$ cat config.mk
export PLATFORM = sky130hd
export DESIGN_NAME = vec_irq_ctrl
export DESIGN_NICKNAME = d
export VERILOG_FILES = /design/src/rtl/vic_pkg.sv /design/src/rtl/vic_ctrl.sv /design/src/rtl/vic_datapath.sv /design/src/rtl/vec_irq_ctrl.sv
export SDC_FILE = /design/constraint.sdc
export NUM_CORES = 1
export LEC_CHECK = 0
export ABC_AREA = 1
export ABC_CLOCK_PERIOD_IN_PS = 4200
export BUFFER_PORTS_ARGS = -buffer_cell sky130_fd_sc_hd__buf_4
export CAP_MARGIN = 20
export CORE_MARGIN = 3
export CORE_UTILIZATION = 50
export CTS_CLUSTER_DIAMETER = 50
export DETAILED_ROUTE_END_ITERATION = 16
export PLACE_DENSITY = 0.76
export SLEW_MARGIN = 20
export SYNTH_ARGS = -nofsm -noshare
export SYNTH_HDL_FRONTEND = slang
export SYNTH_SLANG_ARGS = --single-unit
$ cat constraint.sdc
create_clock -name clk -period 4.2 [get_ports clk]
set_clock_uncertainty 0.05 [all_clocks]
set_input_delay 0.84 -clock clk [delete_from_list [all_inputs] [get_ports clk]]
set_output_delay 0.84 -clock clk [all_outputs]
set_load 0.02 [all_outputs]
$ cat src/rtl/vic_pkg.sv
package vic_pkg;
  typedef enum logic [1:0] {
    REG_BASE = 2'd0,
    REG_MASK = 2'd1,
    REG_EOI  = 2'd2
  } regSel_e;

  typedef enum logic {
    PH_IDLE = 1'b0,
    PH_WAIT = 1'b1
  } ackPhase_e;

  typedef struct packed {
    logic freeze;
    logic emit;
    logic eoi;
    logic wrBase;
    logic wrMask;
  } ctrlStrobe_t;
endpackage

$ cat src/rtl/vic_ctrl.sv
module vic_ctrl
  import vic_pkg::*;
(
  input  logic        clk,
  input  logic        rstN,
  input  logic        ackIn,
  input  logic        wrEn,
  input  logic [1:0]  wrAddr,
  output ctrlStrobe_t strobe
);
  ackPhase_e phase;

  // Two-pulse acknowledge sequencer: the first pulse freezes, the second emits
  always_ff @(posedge clk or negedge rstN) begin
    if (!rstN) phase <= PH_IDLE;
    else if (ackIn) phase <= (phase == PH_IDLE) ? PH_WAIT : PH_IDLE;
  end

  always_comb begin
    strobe        = '0;
    strobe.freeze = ackIn && (phase == PH_IDLE);
    strobe.emit   = ackIn && (phase == PH_WAIT);
    strobe.wrBase = wrEn && (wrAddr == REG_BASE);
    strobe.wrMask = wrEn && (wrAddr == REG_MASK);
    strobe.eoi    = wrEn && (wrAddr == REG_EOI);
  end
endmodule

$ cat src/rtl/vic_datapath.sv
module vic_datapath
  import vic_pkg::*;
#(
  parameter int NUM_IN    = 8,
  parameter int VEC_W     = 8,
  parameter int BASE_INIT = 32
) (
  input  logic              clk,
  input  logic              rstN,
  input  logic [NUM_IN-1:0] irqIn,
  input  logic [VEC_W-1:0]  wrData,
  input  ctrlStrobe_t       strobe,
  output logic              intOut,
  output logic [VEC_W-1:0]  vecOut,
  output logic              vecOe
);
  localparam int IDX_W = (NUM_IN > 1) ? $clog2(NUM_IN) : 1;
  localparam logic [IDX_W-1:0] LAST_IDX = IDX_W'(NUM_IN - 1);

  logic [NUM_IN-1:0] irqPrev, reqPend, inSvc, maskReg;
  logic [NUM_IN-1:0] riseDet, eligible, svcAllow, eoiHit, grant;
  logic [VEC_W-1:0]  baseReg, vecReg;
  logic [IDX_W-1:0]  winIdx, heldIdx;
  logic              winFound, heldValid, vecOeReg;

  assign riseDet = irqIn & ~irqPrev;

  // A level is allowed only if no in-service level at or above it
  always_comb begin
    logic acc;
    acc = 1'b0;
    for (int i = 0; i < NUM_IN; i++) begin
      acc         = acc | inSvc[i];
      svcAllow[i] = ~acc;
    end
  end

  assign eligible = reqPend & ~maskReg & svcAllow;
  assign intOut   = |eligible;

  // Fixed priority, lowest index wins
  always_comb begin
    winIdx   = '0;
    winFound = 1'b0;
    for (int i = NUM_IN - 1; i >= 0; i--) begin
      if (eligible[i]) begin
        winIdx   = IDX_W'(i);
        winFound = 1'b1;
      end
    end
  end

  // End-of-interrupt targets the highest-priority in-service level
  always_comb begin
    logic seen;
    seen   = 1'b0;
    eoiHit = '0;
    for (int i = 0; i < NUM_IN; i++) begin
      if (inSvc[i] && !seen) begin
        eoiHit[i] = strobe.eoi;
        seen      = 1'b1;
      end
    end
  end

  always_ff @(posedge clk or negedge rstN) begin
    if (!rstN) irqPrev <= '0;
    else       irqPrev <= irqIn;
  end

  genvar g;
  generate
    for (g = 0; g < NUM_IN; g++) begin : gLine
      assign grant[g] = strobe.freeze && winFound && (winIdx == IDX_W'(g));

      always_ff @(posedge clk or negedge rstN) begin
        if (!rstN) begin
          reqPend[g] <= 1'b0;
          inSvc[g]   <= 1'b0;
        end else begin
          reqPend[g] <= (reqPend[g] & ~grant[g]) | riseDet[g];
          inSvc[g]   <= (inSvc[g] & ~eoiHit[g]) | grant[g];
        end
      end
    end
  endgenerate

  always_ff @(posedge clk or negedge rstN) begin
    if (!rstN) begin
      maskReg <= '0;
      baseReg <= VEC_W'(BASE_INIT);
    end else begin
      if (strobe.wrMask) maskReg <= wrData[NUM_IN-1:0];
      if (strobe.wrBase) baseReg <= wrData;
    end
  end

  // Snapshot of the selection taken at the first pulse
  always_ff @(posedge clk or negedge rstN) begin
    if (!rstN) begin
      heldIdx   <= '0;
      heldValid <= 1'b0;
    end else if (strobe.freeze) begin
      heldIdx   <= winIdx;
      heldValid <= winFound;
    end
  end

  // Vector drive window, one cycle, zero otherwise
  always_ff @(posedge clk or negedge rstN) begin
    if (!rstN) begin
      vecReg   <= '0;
      vecOeReg <= 1'b0;
    end else if (strobe.emit) begin
      vecReg   <= baseReg + VEC_W'(heldValid ? heldIdx : LAST_IDX);
      vecOeReg <= 1'b1;
    end else begin
      vecReg   <= '0;
      vecOeReg <= 1'b0;
    end
  end

  assign vecOut = vecReg;
  assign vecOe  = vecOeReg;
endmodule

$ cat src/rtl/vec_irq_ctrl.sv
module vec_irq_ctrl
  import vic_pkg::*;
#(
  parameter int NUM_IN    = 8,
  parameter int VEC_W     = 8,
  parameter int BASE_INIT = 32
) (
  input  logic              clk,
  input  logic              rstN,
  input  logic [NUM_IN-1:0] irqIn,
  input  logic              ackIn,
  input  logic              wrEn,
  input  logic [1:0]        wrAddr,
  input  logic [VEC_W-1:0]  wrData,
  output logic              intOut,
  output logic [VEC_W-1:0]  vecOut,
  output logic              vecOe
);
  ctrlStrobe_t strobe;

  vic_ctrl i_ctrl (
    .clk    (clk),
    .rstN   (rstN),
    .ackIn  (ackIn),
    .wrEn   (wrEn),
    .wrAddr (wrAddr),
    .strobe (strobe)
  );

  vic_datapath #(
    .NUM_IN    (NUM_IN),
    .VEC_W     (VEC_W),
    .BASE_INIT (BASE_INIT)
  ) i_dp (
    .clk    (clk),
    .rstN   (rstN),
    .irqIn  (irqIn),
    .wrData (wrData),
    .strobe (strobe),
    .intOut (intOut),
    .vecOut (vecOut),
    .vecOe  (vecOe)
  );
endmodule

==> After elaboration in Yosys (flattened, before gate mapping) <==
Index checks and enable logic that the tools add are counted.
{ "word_totals": {"ff_bits": 54, "inputBits": 22, "out_inout_bits": 10, "word_cells": 169} }
{ "op_classes": {"addsub": 1, "n_eq_ne": 9, "muxes": 35, "n_bitwise": 69, "n_reduce_logical": 31} }
{ "ops": {"columns": ["operator", "count"], "rows": [
  ["two-way mux 3 bit", 9],
  ["two-way mux 1 bit", 25],
  ["NOT 1 bit", 25],
  ["AND 8 bit", 3],
  ["bitwise OR 1 bit", 23],
  ["logical AND 1 bit", 21],
  ["AND 1 bit", 16],
  ["NOT 8 bit", 2],
  ["equality test 3 bit (second input constant)", 4],
  ["adder 8 bit", 1],
  ["two-way mux 8 bit", 1],
  ["OR reduction 8 bit", 1],
  ["zero test 1 bit", 7],
  ["equality test 3 x 2 -> 1 bit (second input constant)", 2],
  ["equality test 3 x 1 -> 1 bit (second input constant)", 1],
  ["zero test 3 bit", 1],
  ["equality test 2 x 1 -> 1 bit (second input constant)", 1],
  ["equality test 2 bit (second input constant)", 1],
  ["zero test 2 bit", 1]
]} }

==> Longest topological paths before layout <==
Gate-level depths: netlist of run 1.
{ "logic_depth": {"ltp_word": 25, "ltp_mapped": 14, "ltp_nobuf": 14} }

==> By module <==
Synthesis of run 1 repeated with hierarchy kept, for this count alone.
{ "hier_totals": {"hier_cells": 263, "area_unflattened_um2": 2393.5} }
{ "modules_own_cells": {"columns": ["mod", "n_inst", "cells_per_inst", "area_each_um2", "seq_area_each_um2"], "rows": [
  ["vic_datapath", 1, 247, 2312.2, 1327.5],
  ["vic_ctrl", 1, 16, 81.3, 25.0]
]} }

==> Worst setup path before layout of run 1 <==
No wires, ideal clock.
{ "synth_timing": {"path_type": "register -> output", "startpoint": "reg i_dp.inSvc[0]", "endpoint": "out intOut", "t_arrival_ns": 1.229, "required_ns": 3.310, "path_slack_ns": 2.081, "stages_incl_launch_ff": 8, "n_path_buf": 0, "cell_sequence": "dfrtp_1 > nor2_4 > nand4_4 > nor2_4 > nand2_1 > nand2_1 > nor2_1 > nand2_1"} }
{ "synth_via": {"elab_chain_cells": 10, "word_cells_on_any_way": 17, "classes_between": "bitwise: 16; reduce/logical: 1"} }
{ "synth_lines": {"columns": ["element", "line_no", "text"], "rows": [
  ["start, declared", "vic_datapath.sv:20", "logic [NUM_IN-1:0] irqPrev, reqPend, inSvc, maskReg;"],
  ["start signal, assigned by index", "vic_datapath.sv:82", "inSvc[g] <= (inSvc[g] & ~eoiHit[g]) | grant[g];"],
  ["bitwise OR 1 bit (7 in a row)", "vic_datapath.sv:33", "acc = acc | inSvc[i];"],
  ["NOT 1 bit", "vic_datapath.sv:34", "svcAllow[i] = ~acc;"],
  ["AND 8 bit *", "vic_datapath.sv:38", "assign eligible = reqPend & ~maskReg & svcAllow;"],
  ["OR reduction 8 bit *", "vic_datapath.sv:39", "assign intOut = |eligible;"],
  ["end, declared", "vec_irq_ctrl.sv:15", "output logic intOut,"]
]} }
Mark *: on every way between the ends. The rest lies on a longest branch, timed or not.

==> Final worst setup path of run 1 <==
Same ends and word-level chain as after synthesis.

==> results of run 1 <==
==> cell usage after synthesis (all sizes together) (3+ instances only) <==
cell type  count  share of area (%)
a21oi          5                1.1
dfrtp         53                 56
ha             3                1.6
inv           46                7.3
nand2         75                 12
nand3          8                1.9
nand4          7                2.5
nor2          29                6.0
nor3           4               0.84
o21ai         30                6.3
==> stage by stage <==
stage	total power (uW)	hold slack (ns)	setup slack, ns	std cells
finish	1550	0.423	1.57	361
global route	1690	0.451	1.42	361
CTS	1570	0.431	1.56	361
detailed placement	1290	0.409	1.90	353
global placement	1280	0.405	1.94	353
floorplan	1130	0.384	2.08	272
==> per-layer routing <==
layer / vias up / track usage, % / share of wire (%)
met5: - / 0 / 0
met4: 0 / 4.74 / 1.2
met3: 6 / 4.01 / 4.3
met2: 31 / 25.2 / 44
met1: 771 / 23.4 / 50
li1: 922 / - / -
==> worst max path at each step <==
stage,to,startpoint,depth (start not counted),slack [ns]
5_1_grt,intOut,i_dp.inSvc[0],8,1.42
3_5_place_dp,intOut,i_dp.inSvc[0],8,1.90
3_3_place_gp,intOut,i_dp.inSvc[0],8,1.94
2_1_floorplan,intOut,i_dp.inSvc[0],7,2.08
4_1_cts,intOut,i_dp.inSvc[0],8,1.56
6_report,intOut,i_dp.inSvc[0],8,1.57
==> flip-flops by register name, summed over array words and instances (netlist names) <==
register        cells
i_ctrl.phase        1
i_dp.vecOe          1
i_dp.vecOut         8
i_dp.baseReg        8
i_dp.inSvc          8
i_dp.heldValid      1
i_dp.heldIdx        3
i_dp.maskReg        8
i_dp.reqPend        8
i_dp.irqPrev        8
==> layout make-up <==
| cell class | instances | area (sq um) |
|---|---|---|
| Clock buffer | 7 | 76.3 |
| Timing Repair Buffer | 31 | 233 |
| Sequential cell | 54 | 1350 |
| Multi-Input combinational cell | 170 | 847 |
| Clock inverter | 1 | 7.51 |
| Inverter | 46 | 173 |
| Fill cell | 398 | 1720 |
| Tap cell | 52 | 65.1 |
==> critical path: stages (launching register included) <==
cell and delay (ns):
dfrtp_1 0.46, nor2_4 0.08, nand4_4 0.09, nor2_4 0.05, nand2_1 0.08, nand2_1 0.08, nor2_1 0.28, nand2_1 0.13
buf_4 0.18
==> power groups by stage <==
stage | clock (uW) | sequential [uW] | combinational, uW
4_1_cts | 289 | 704 | 579
3_5_place_dp | 0 | 714 | 576
2_1_floorplan | 0 | 715 | 418
5_1_grt | 307 | 717 | 667
3_3_place_gp | 0 | 712 | 567
6_report | 276 | 704 | 574
==> cell families after synthesis <==
logic type | Yosys count | share of synthesized area [%]
buf+inv | 48 | 7.57
fa+ha+maj | 4 | 2.42
flops | 54 | 56.8
compound gates | 36 | 7.83
simple gates | 130 | 25.3
==> flow_metrics.py, run 1 <==
metrics = {
    "worst_hold_path": {
        "hp-start": "i_dp.irqPrev[3]",
        "whs_path_depth": 3,
        "hp-class": "reg -> reg",
        "holdPathEnd": "i_dp.reqPend[3]",
    },
    "logic_synthesis": {
        "synth_ff_type": "dfrtp_1",
        "yosysSeqAreaShare_pct": 56.8,
        "yosys_register_bits": 54,
        "syn_inst": 272,
        "syn_nets": 298,
        "ys_types": 25,
        "syn_area_sq_mm": 0.00238,
        "synth_edf_count": 0,
        "synth_area_per_cell_sq_um": 8.75,
        "async_flop_share_pct": 100,
        "ys_warn_count": 0,
    },
    "sta": {
        "fin_crit_ns": 2.63,
        "max_freq_ghz": 0.380,
        "relSlewSlack_pct": 56.9,
        "finalMaxSlewViolations": 0,
        "hold_viol_final": 0,
        "rsz0062_at_grt": "no",
        "setup_viol": 0,
        "period_share_pct": 62.6,
        "worst_pin_slew_ns": 0.647,
        "tns_ns": 0,
    },
    "detailed_routing": {
        "post_drt_wl_per_cell_um": 11.3,
        "drc_errors": 0,
        "drt_iter0_drc": 107,
        "vias_per_cell": 4.79,
        "antenna_left": 0,
        "via_count": 1730,
        "wl_um": 4090,
        "dr.pass1.iters": 4,
    },
    "clock_network": {
        "cts_num_sinks": 54,
        "clkTransAtPathRegs_ns": 0.09,
        "htreeDepth": 2,
        "clock_path_buffers": 2,
        "root_buffer": "clkbuf_8",
        "hold_buffers": 0,
        "clock_latency_ns": 0.30,
        "cts-resized-gates": 0,
        "cts_tree": "yes",
        "post-cts-setup-buffers": 0,
        "numCtsBuffers": 5,
    },
    "power": {
        "p_clk_share_pct": 17.8,
        "switching_power_uw": 592,
        "sw_frac_of_total_pct": 38.1,
        "sequentialPowerShare_pct": 45.3,
        "p_int_uw": 962,
        "combPwrFrac_pct": 36.9,
        "p_per_area_mw_per_mm2": 564,
        "total_leakage_power_uw": 0.00149,
        "vdd_drop_max_mv": 0.243,
    },
    "die": {
        "die_h_um": 75.0,
        "die-area_sq_mm": 0.00562,
        "io_pins": 32,
        "die_width_um": 75.0,
        "initial_utilization_pct": 53.2,
        "core-area_sq_mm": 0.00447,
        "fp-row-count": 24,
    },
    "cells_and_area": {
        "diodes": 0,
        "fin_nets": 334,
        "final_common_cell": "nand2_1",
        "syn2layout_area_growth_pct": 15.7,
        "drive_above_1_share_pct": 16.8,
        "fin_util_pct": 61.5,
        "mostFrequentLayoutCells": "nand2_1 (73), dfrtp_1 (53), inv_1 (45)",
        "postLayoutCellArea_sq_mm": 0.00275,
    },
    "grt": {
        "grt_max_degree": 55,
        "grtUsageTotal_pct": 16.5,
        "grt_pass1_wl_um": 7000,
        "antenna_found_initial": 0,
        "grt_pass1_vias": 1622,
        "grt_overflow": 0,
    },
    "critical_path": {
        "crit_path_start_kind": "register",
        "arrival_ns": 1.74,
        "r2r-end": "i_dp.vecOut[6]",
        "cp_data_required_time_ns": 3.31,
        "r2r-start": "i_dp.heldValid",
        "end_kind": "output pin",
        "cp_max_fo": 6,
        "r2r_slack_ns": 2.12,
        "path_class": "reg -> out",
        "reg2regPathDepth": 13,
    },
    "place": {
        "hpwl_um": 3140,
        "numPortBuffers": 31,
        "place_area_sq_mm": 0.00267,
        "gp_congestion": 0.832,
    },
    "flow_run": {
        "drv_cap": 0,
    },
    "status": {
        "outcome": "complete, no violations",
    },
}
Power figures use the tool's default switching activity.
==> run 2, diff against run 1 <==
--- a/config.mk
+++ b/config.mk
@@ -5,8 +5,8 @@
 export SDC_FILE = /design/constraint.sdc
 export NUM_CORES = 1
 export LEC_CHECK = 0
-export ABC_AREA = 1
-export ABC_CLOCK_PERIOD_IN_PS = 4200
+export ABC_AREA = 0
+export ABC_CLOCK_PERIOD_IN_PS = 2600
 export BUFFER_PORTS_ARGS = -buffer_cell sky130_fd_sc_hd__buf_4
 export CAP_MARGIN = 20
 export CORE_MARGIN = 3
==> constraint.sdc (replaced) <==
create_clock -name clk -period 2.6 [get_ports clk]
set_clock_uncertainty 0.05 [all_clocks]
set_input_delay 0.52 -clock clk [delete_from_list [all_inputs] [get_ports clk]]
set_output_delay 0.52 -clock clk [all_outputs]
set_load 0.02 [all_outputs]
==> run 2 against run 1 <==
Effect of this change: synthesized area rose by 0.26%; sequential share of layout area decreased by 0.94 points; cell count decreased by 19%; first-iteration DRC count rose by 33%; via count shrank 5.8%; total power up 74%; utilization up 1.3 points; critical path depth fell by 3; worst setup slack got worse by 1.5 ns; sequential power increased by 72%; register-to-register slack lost 1.8 ns; critical path type unchanged; critical endpoint unchanged; largest power group unchanged.
==> flow_metrics.py, run 2 <==
metrics = {
    "status": {
        "outcome": "complete, no violations",
    },
    "power": {
        "combPwrFrac_pct": 38.4,
        "p_per_area_mw_per_mm2": 962,
        "total_leakage_power_uw": 0.00129,
        "p_int_uw": 1710,
        "sw_frac_of_total_pct": 36.8,
        "sequentialPowerShare_pct": 44.7,
        "vdd_drop_max_mv": 0.432,
        "switching_power_uw": 994,
        "p_clk_share_pct": 16.9,
    },
    "grt": {
        "grt_overflow": 0,
        "antenna_found_initial": 0,
        "grt_max_degree": 55,
        "grt_pass1_vias": 1595,
        "grt_pass1_wl_um": 7510,
        "grtUsageTotal_pct": 18.0,
    },
    "detailed_routing": {
        "dr.pass1.iters": 4,
        "post_drt_wl_per_cell_um": 15.4,
        "vias_per_cell": 5.56,
        "drc_errors": 0,
        "via_count": 1630,
        "drt_iter0_drc": 142,
        "antenna_left": 0,
        "wl_um": 4530,
    },
    "sta": {
        "worst_pin_slew_ns": 0.708,
        "holdWs_ns": 0.187,
        "max_freq_ghz": 0.399,
        "rsz0062_at_grt": "no",
        "period_share_pct": 96.4,
        "fin_crit_ns": 2.51,
        "finalMaxSlewViolations": 0,
        "hold_viol_final": 0,
        "relSlewSlack_pct": 52.6,
        "tns_ns": 0,
        "setup_viol": 0,
    },
    "die": {
        "io_pins": 32,
        "initial_utilization_pct": 53.3,
        "core-area_sq_mm": 0.00447,
        "fp-row-count": 24,
        "die_h_um": 75.1,
        "die-area_sq_mm": 0.00564,
        "die_width_um": 75.1,
    },
    "critical_path": {
        "slowest_stage": "or3b_2",
        "crit_path_start_kind": "register",
        "end_kind": "output pin",
        "path_cells": "or3b_2 -> a21oi_4 -> nand2b_4 -> nand2b_1 -> buf_4",
        "reg2regPathDepth": 5,
        "cp_slowest_stage_delay_ns": 0.52,
        "arrival_ns": 1.94,
        "path_class": "reg -> out",
        "cp_max_fo": 6,
        "cp_data_required_time_ns": 2.03,
    },
    "logic_synthesis": {
        "syn_nets": 227,
        "yosys.area.top_type": "dfrtp_1",
        "syn_area_sq_mm": 0.00239,
        "synth_common_cells": "dfrtp_1 (53), o21ai_0 (18), mux2_2 (16), inv_1 (14), nand2_1 (11)",
        "yosysTopAreaCellShare_pct": 55.6,
        "yosys_register_bits": 54,
        "synth_most_common_cell": "dfrtp_1",
        "ys_top_cells_by_area": "dfrtp_1 (56%), mux2_2 (7.6%), o21ai_0 (3.8%), inv_1 (2.2%), nand2b_1 (2.1%)",
        "synth_ff_type": "dfrtp_1",
        "synth_area_per_cell_sq_um": 11.9,
        "syn_inst": 201,
        "synth_edf_count": 0,
        "ys_types": 48,
        "async_flop_share_pct": 100,
        "ys_warn_count": 0,
        "yosysSeqAreaShare_pct": 56.7,
    },
    "cells_and_area": {
        "final_common_cell": "dfrtp_1",
        "syn2layout_area_growth_pct": 17.8,
        "multi_input_area_sq_um": 1000,
        "area.sequential_sq_mm": 0.00135,
        "drive_above_1_share_pct": 29.9,
        "diodes": 0,
        "fin_nets": 266,
        "n_fill_cell": 358,
        "mostFrequentLayoutCells": "dfrtp_1 (52), buf_4 (34), o21ai_0 (17)",
    },
    "clock_network": {
        "numCtsBuffers": 5,
        "root_buffer": "clkbuf_8",
        "cts_num_sinks": 54,
        "clock_path_buffers": 2,
        "cts_tree": "yes",
        "htreeDepth": 2,
        "clock_latency_ns": 0.31,
        "clkTransAtPathRegs_ns": 0.10,
    },
    "place": {
        "numPortBuffers": 31,
        "hpwl_um": 3220,
        "gp_congestion": 0.820,
    },
    "worst_hold_path": {
        "hp-class": "in -> async",
    },
    "flow_run": {
        "drv_cap": 0,
    },
}
## run 2: power groups by stage
stage	combinational [uW]	clock, uW	sequential [uW]
after floorplan	664	0	1220
after global placement	938	0	1210
after detailed placement	957	0	1220
after CTS	971	469	1200
after global routing	1160	504	1240
final	1040	458	1210
## run 2: area by class of cell
class                   count  area share, %
clock buffers               7           2.72
clock inverters             1          0.267
inverters                  14           1.87
multi-input cells         131           35.6
flip-flops and latches     54           48.2
well taps                  52           2.32
repair buffers             34           9.08
## run 2: worst max-delay path, delay by kind of cell, from the launching register on
family                 cells  cell delay [ns]
and+or+nand+nor            3             0.82
AOI/OAI and AO/OA          1             0.19
DFF                        1             0.45
buffers and inverters      1             0.15
## run 2: what timing repair did
action                                  CTS  global route
setup buffers                             0             2
gates resized for setup                   2             6
hold buffers                              0             0
pin swaps                                 0             1
endpoints found under the setup margin    1             1
## run 2: cells by family (layout without fill, tap and decap cells)
group / Yosys count / in the layout / synth area share [%]
compound gates: 42 / 42 / 11.6
xor+xnor: 5 / 5 / 1.84
fa+ha+maj: 4 / 4 / 2.41
buf+inv: 16 / 56 / 2.83
flops: 54 / 54 / 56.7
mux: 16 / 16 / 7.55
simple gates: 64 / 64 / 17.1
## run 2: final timing paths
kind                                  from         endpoint  slack [ns]
max                          i_dp.inSvc[3]           intOut        0.09
min                                   rstN    i_dp.inSvc[4]        0.19
max reg2reg                  i_dp.inSvc[0]  i_dp.reqPend[1]        0.35
min reg2reg                i_dp.irqPrev[0]  i_dp.reqPend[0]        0.39
max in group asynchronous             rstN    i_dp.inSvc[3]        1.86
min in group clk                  irqIn[0]  i_dp.irqPrev[0]        0.27
## run 2: layer usage
layer / part of all wire, % / up-vias / GRT usage (%)
li1: - / 790 / -
met3: 4.1 / 7 / 4.41
met4: 1.6 / 0 / 7.51
met1: 48 / 801 / 25.7
met5: 0 / - / 0
met2: 47 / 32 / 26.4
## run 2: per-stage QoR
| step | power [uW] | std cells | cell area, sq um | utilization [%] | setup WS (ns) |
|---|---|---|---|---|---|
| after CTS | 2640 | 291 | 2760 | 61.8 | 0.00618 |
| after floorplan | 1880 | 201 | 2390 | - | 0.472 |
| after global routing | 2900 | 293 | 2810 | 62.8 | 0.0100 |
| final | 2700 | 293 | 2810 | 62.8 | 0.0939 |
| after detailed placement | 2170 | 283 | 2680 | 59.8 | 0.313 |
| after global placement | 2140 | 283 | 2680 | 59.8 | 0.348 |
==> run 3, diff against run 2 <==
--- a/config.mk
+++ b/config.mk
@@ -9,11 +9,13 @@
 export ABC_CLOCK_PERIOD_IN_PS = 2600
 export BUFFER_PORTS_ARGS = -buffer_cell sky130_fd_sc_hd__buf_4
 export CAP_MARGIN = 20
+export CELL_PAD_IN_SITES_DETAIL_PLACEMENT = 0
+export CELL_PAD_IN_SITES_GLOBAL_PLACEMENT = 2
 export CORE_MARGIN = 3
-export CORE_UTILIZATION = 50
+export CORE_UTILIZATION = 38
 export CTS_CLUSTER_DIAMETER = 50
 export DETAILED_ROUTE_END_ITERATION = 16
-export PLACE_DENSITY = 0.76
+export PLACE_DENSITY = 0.84
 export SLEW_MARGIN = 20
 export SYNTH_ARGS = -nofsm -noshare
 export SYNTH_HDL_FRONTEND = slang
==> run 3 against run 2 <==
Effect of this change: critical path type unchanged; cell area is 1.6% higher; cell count rose by 7.5%; clock power is 2% higher; wire length down 0.33%; global-route usage decreased by 4.5 points; combinational power is essentially flat; first-iteration DRC count is 57% lower; utilization decreased by 15 points; hold slack improved by 0.0067 ns; total power increased by 0.17%; die area grew 29%; clock-buffer cell count is 2 lower.
==> flow_metrics.py, run 3 (synthesis results as in run 2) <==
metrics = {
    "power": {
        "vdd_drop_max_mv": 0.441,
        "total_leakage_power_uw": 0.00129,
        "p_per_area_mw_per_mm2": 948,
    },
    "critical_path": {
        "path_class": "reg -> out",
        "crit_path_start_kind": "register",
        "arrival_ns": 1.90,
        "end_kind": "output pin",
        "cp_max_fo": 5,
        "cp_data_required_time_ns": 2.03,
    },
    "grt": {
        "grt_pass1_vias": 1568,
        "grtUsageTotal_pct": 13.5,
        "grt_pass1_wl_um": 7800,
        "antenna_found_initial": 0,
        "grt_overflow": 0,
        "grt_max_degree": 55,
    },
    "sta": {
        "period_share_pct": 95.1,
        "setup_viol": 0,
        "rsz0062_at_grt": "no",
        "setup_slack_ns": 0.129,
        "relSlewSlack_pct": 52.3,
        "hold_viol_final": 0,
        "fin_crit_ns": 2.47,
        "tns_ns": 0,
        "finalMaxSlewViolations": 0,
        "max_freq_ghz": 0.405,
        "worst_pin_slew_ns": 0.712,
    },
    "cells_and_area": {
        "stdcell_count": 315,
        "fin_nets": 265,
        "postLayoutCellArea_sq_mm": 0.00286,
        "drive_above_1_share_pct": 31.3,
        "mostFrequentLayoutCells": "dfrtp_1 (52), buf_4 (33), o21ai_0 (17)",
        "n_fill_cell": 571,
        "diodes": 0,
        "syn2layout_area_growth_pct": 19.7,
        "final_common_cell": "dfrtp_1",
    },
    "die": {
        "die-area_sq_mm": 0.00727,
        "die_width_um": 85.2,
        "core-area_sq_mm": 0.00599,
        "die_h_um": 85.2,
        "fp-row-count": 28,
        "initial_utilization_pct": 39.8,
        "io_pins": 32,
    },
    "detailed_routing": {
        "drt_iter0_drc": 61,
        "vias_per_cell": 5.00,
        "drc_errors": 0,
        "wl_um": 4510,
        "via_count": 1575,
        "dr.pass1.iters": 4,
        "antenna_left": 0,
        "post_drt_wl_per_cell_um": 14.3,
    },
    "place": {
        "place_ws_ns": 0.292,
        "place_inst": 306,
        "numPortBuffers": 31,
        "place_area_sq_mm": 0.00271,
        "gp_congestion": 0.829,
        "hpwl_um": 3330,
    },
    "clock_network": {
        "clock_latency_ns": 0.30,
        "root_buffer": "clkbuf_8",
        "cts_tree": "yes",
        "clock_path_buffers": 2,
        "htreeDepth": 2,
        "cts_num_sinks": 54,
        "numCtsBuffers": 5,
        "clkTransAtPathRegs_ns": 0.10,
        "hold_buffers": 0,
    },
    "flow_run": {
        "drv_cap": 0,
    },
    "status": {
        "outcome": "complete, no violations",
    },
    "worst_hold_path": {
        "hp-class": "in -> async",
    },
}
run 3: path summary, 6_finish.rpt:
kind,cells past startpoint,slack [ns],to,startpoint
max in group asynchronous,1,1.82,i_dp.inSvc[3],rstN
max reg2reg,5,0.39,i_dp.reqPend[1],i_dp.inSvc[0]
min in group clk,1,0.27,i_dp.irqPrev[0],irqIn[0]
min reg2reg,1,0.37,i_dp.reqPend[3],i_dp.irqPrev[3]
max,5,0.13,intOut,i_dp.inSvc[6]
min,1,0.19,i_dp.vecOut[7],rstN
run 3: layer usage:
| metal | up-vias | part of all wire (%) | global-route usage [%] |
|---|---|---|---|
| met3 | 2 | 3.5 | 3.01 |
| met5 | - | 0 | 0 |
| met4 | 0 | 0.60 | 3.45 |
| met2 | 22 | 46 | 19.6 |
| met1 | 765 | 50 | 20.4 |
| li1 | 786 | - | - |
run 3: what timing repair did:
| action | CTS | global route |
|---|---|---|
| setup endpoints to repair | 1 | 1 |
| buffers inserted | 0 | 1 |
| resized for setup | 2 | 9 |
| pin swaps | 0 | 1 |
run 3: metrics by stage:
step / utilization [%] / total power (uW) / hold WS, ns
after floorplan: - / 1880 / 0.174
after global placement: 45.2 / 2170 / 0.360
after detailed placement: 45.2 / 2180 / 0.363
after CTS: 46.7 / 2670 / 0.226
after global routing: 47.7 / 2940 / 0.240
final: 47.7 / 2710 / 0.194
run 3: where the power goes:
group	switching, uW	internal (uW)	total [uW]
combinational	554	480	1030
clock	279	190	469
sequential	164	1040	1210
run 3: critical path, stage by stage, from the launching register on:
cell and delay, ns:
dfrtp_1 0.42, or4b_4 0.57, a31oi_4 0.23, o21ai_2 0.10, nand2b_1 0.13, buf_4 0.15
run 3: layout make-up:
class | instances | area (sq um) | share of cell area, %
clock buffer | 5 | 68.8 | 2.41
clock inverter | 3 | 21.3 | 0.745
inverter | 14 | 52.6 | 1.84
multi-input combinational | 131 | 1020 | 35.7
sequential | 54 | 1350 | 47.4
tap | 75 | 93.8 | 3.29
timing repair buffer | 33 | 248 | 8.67
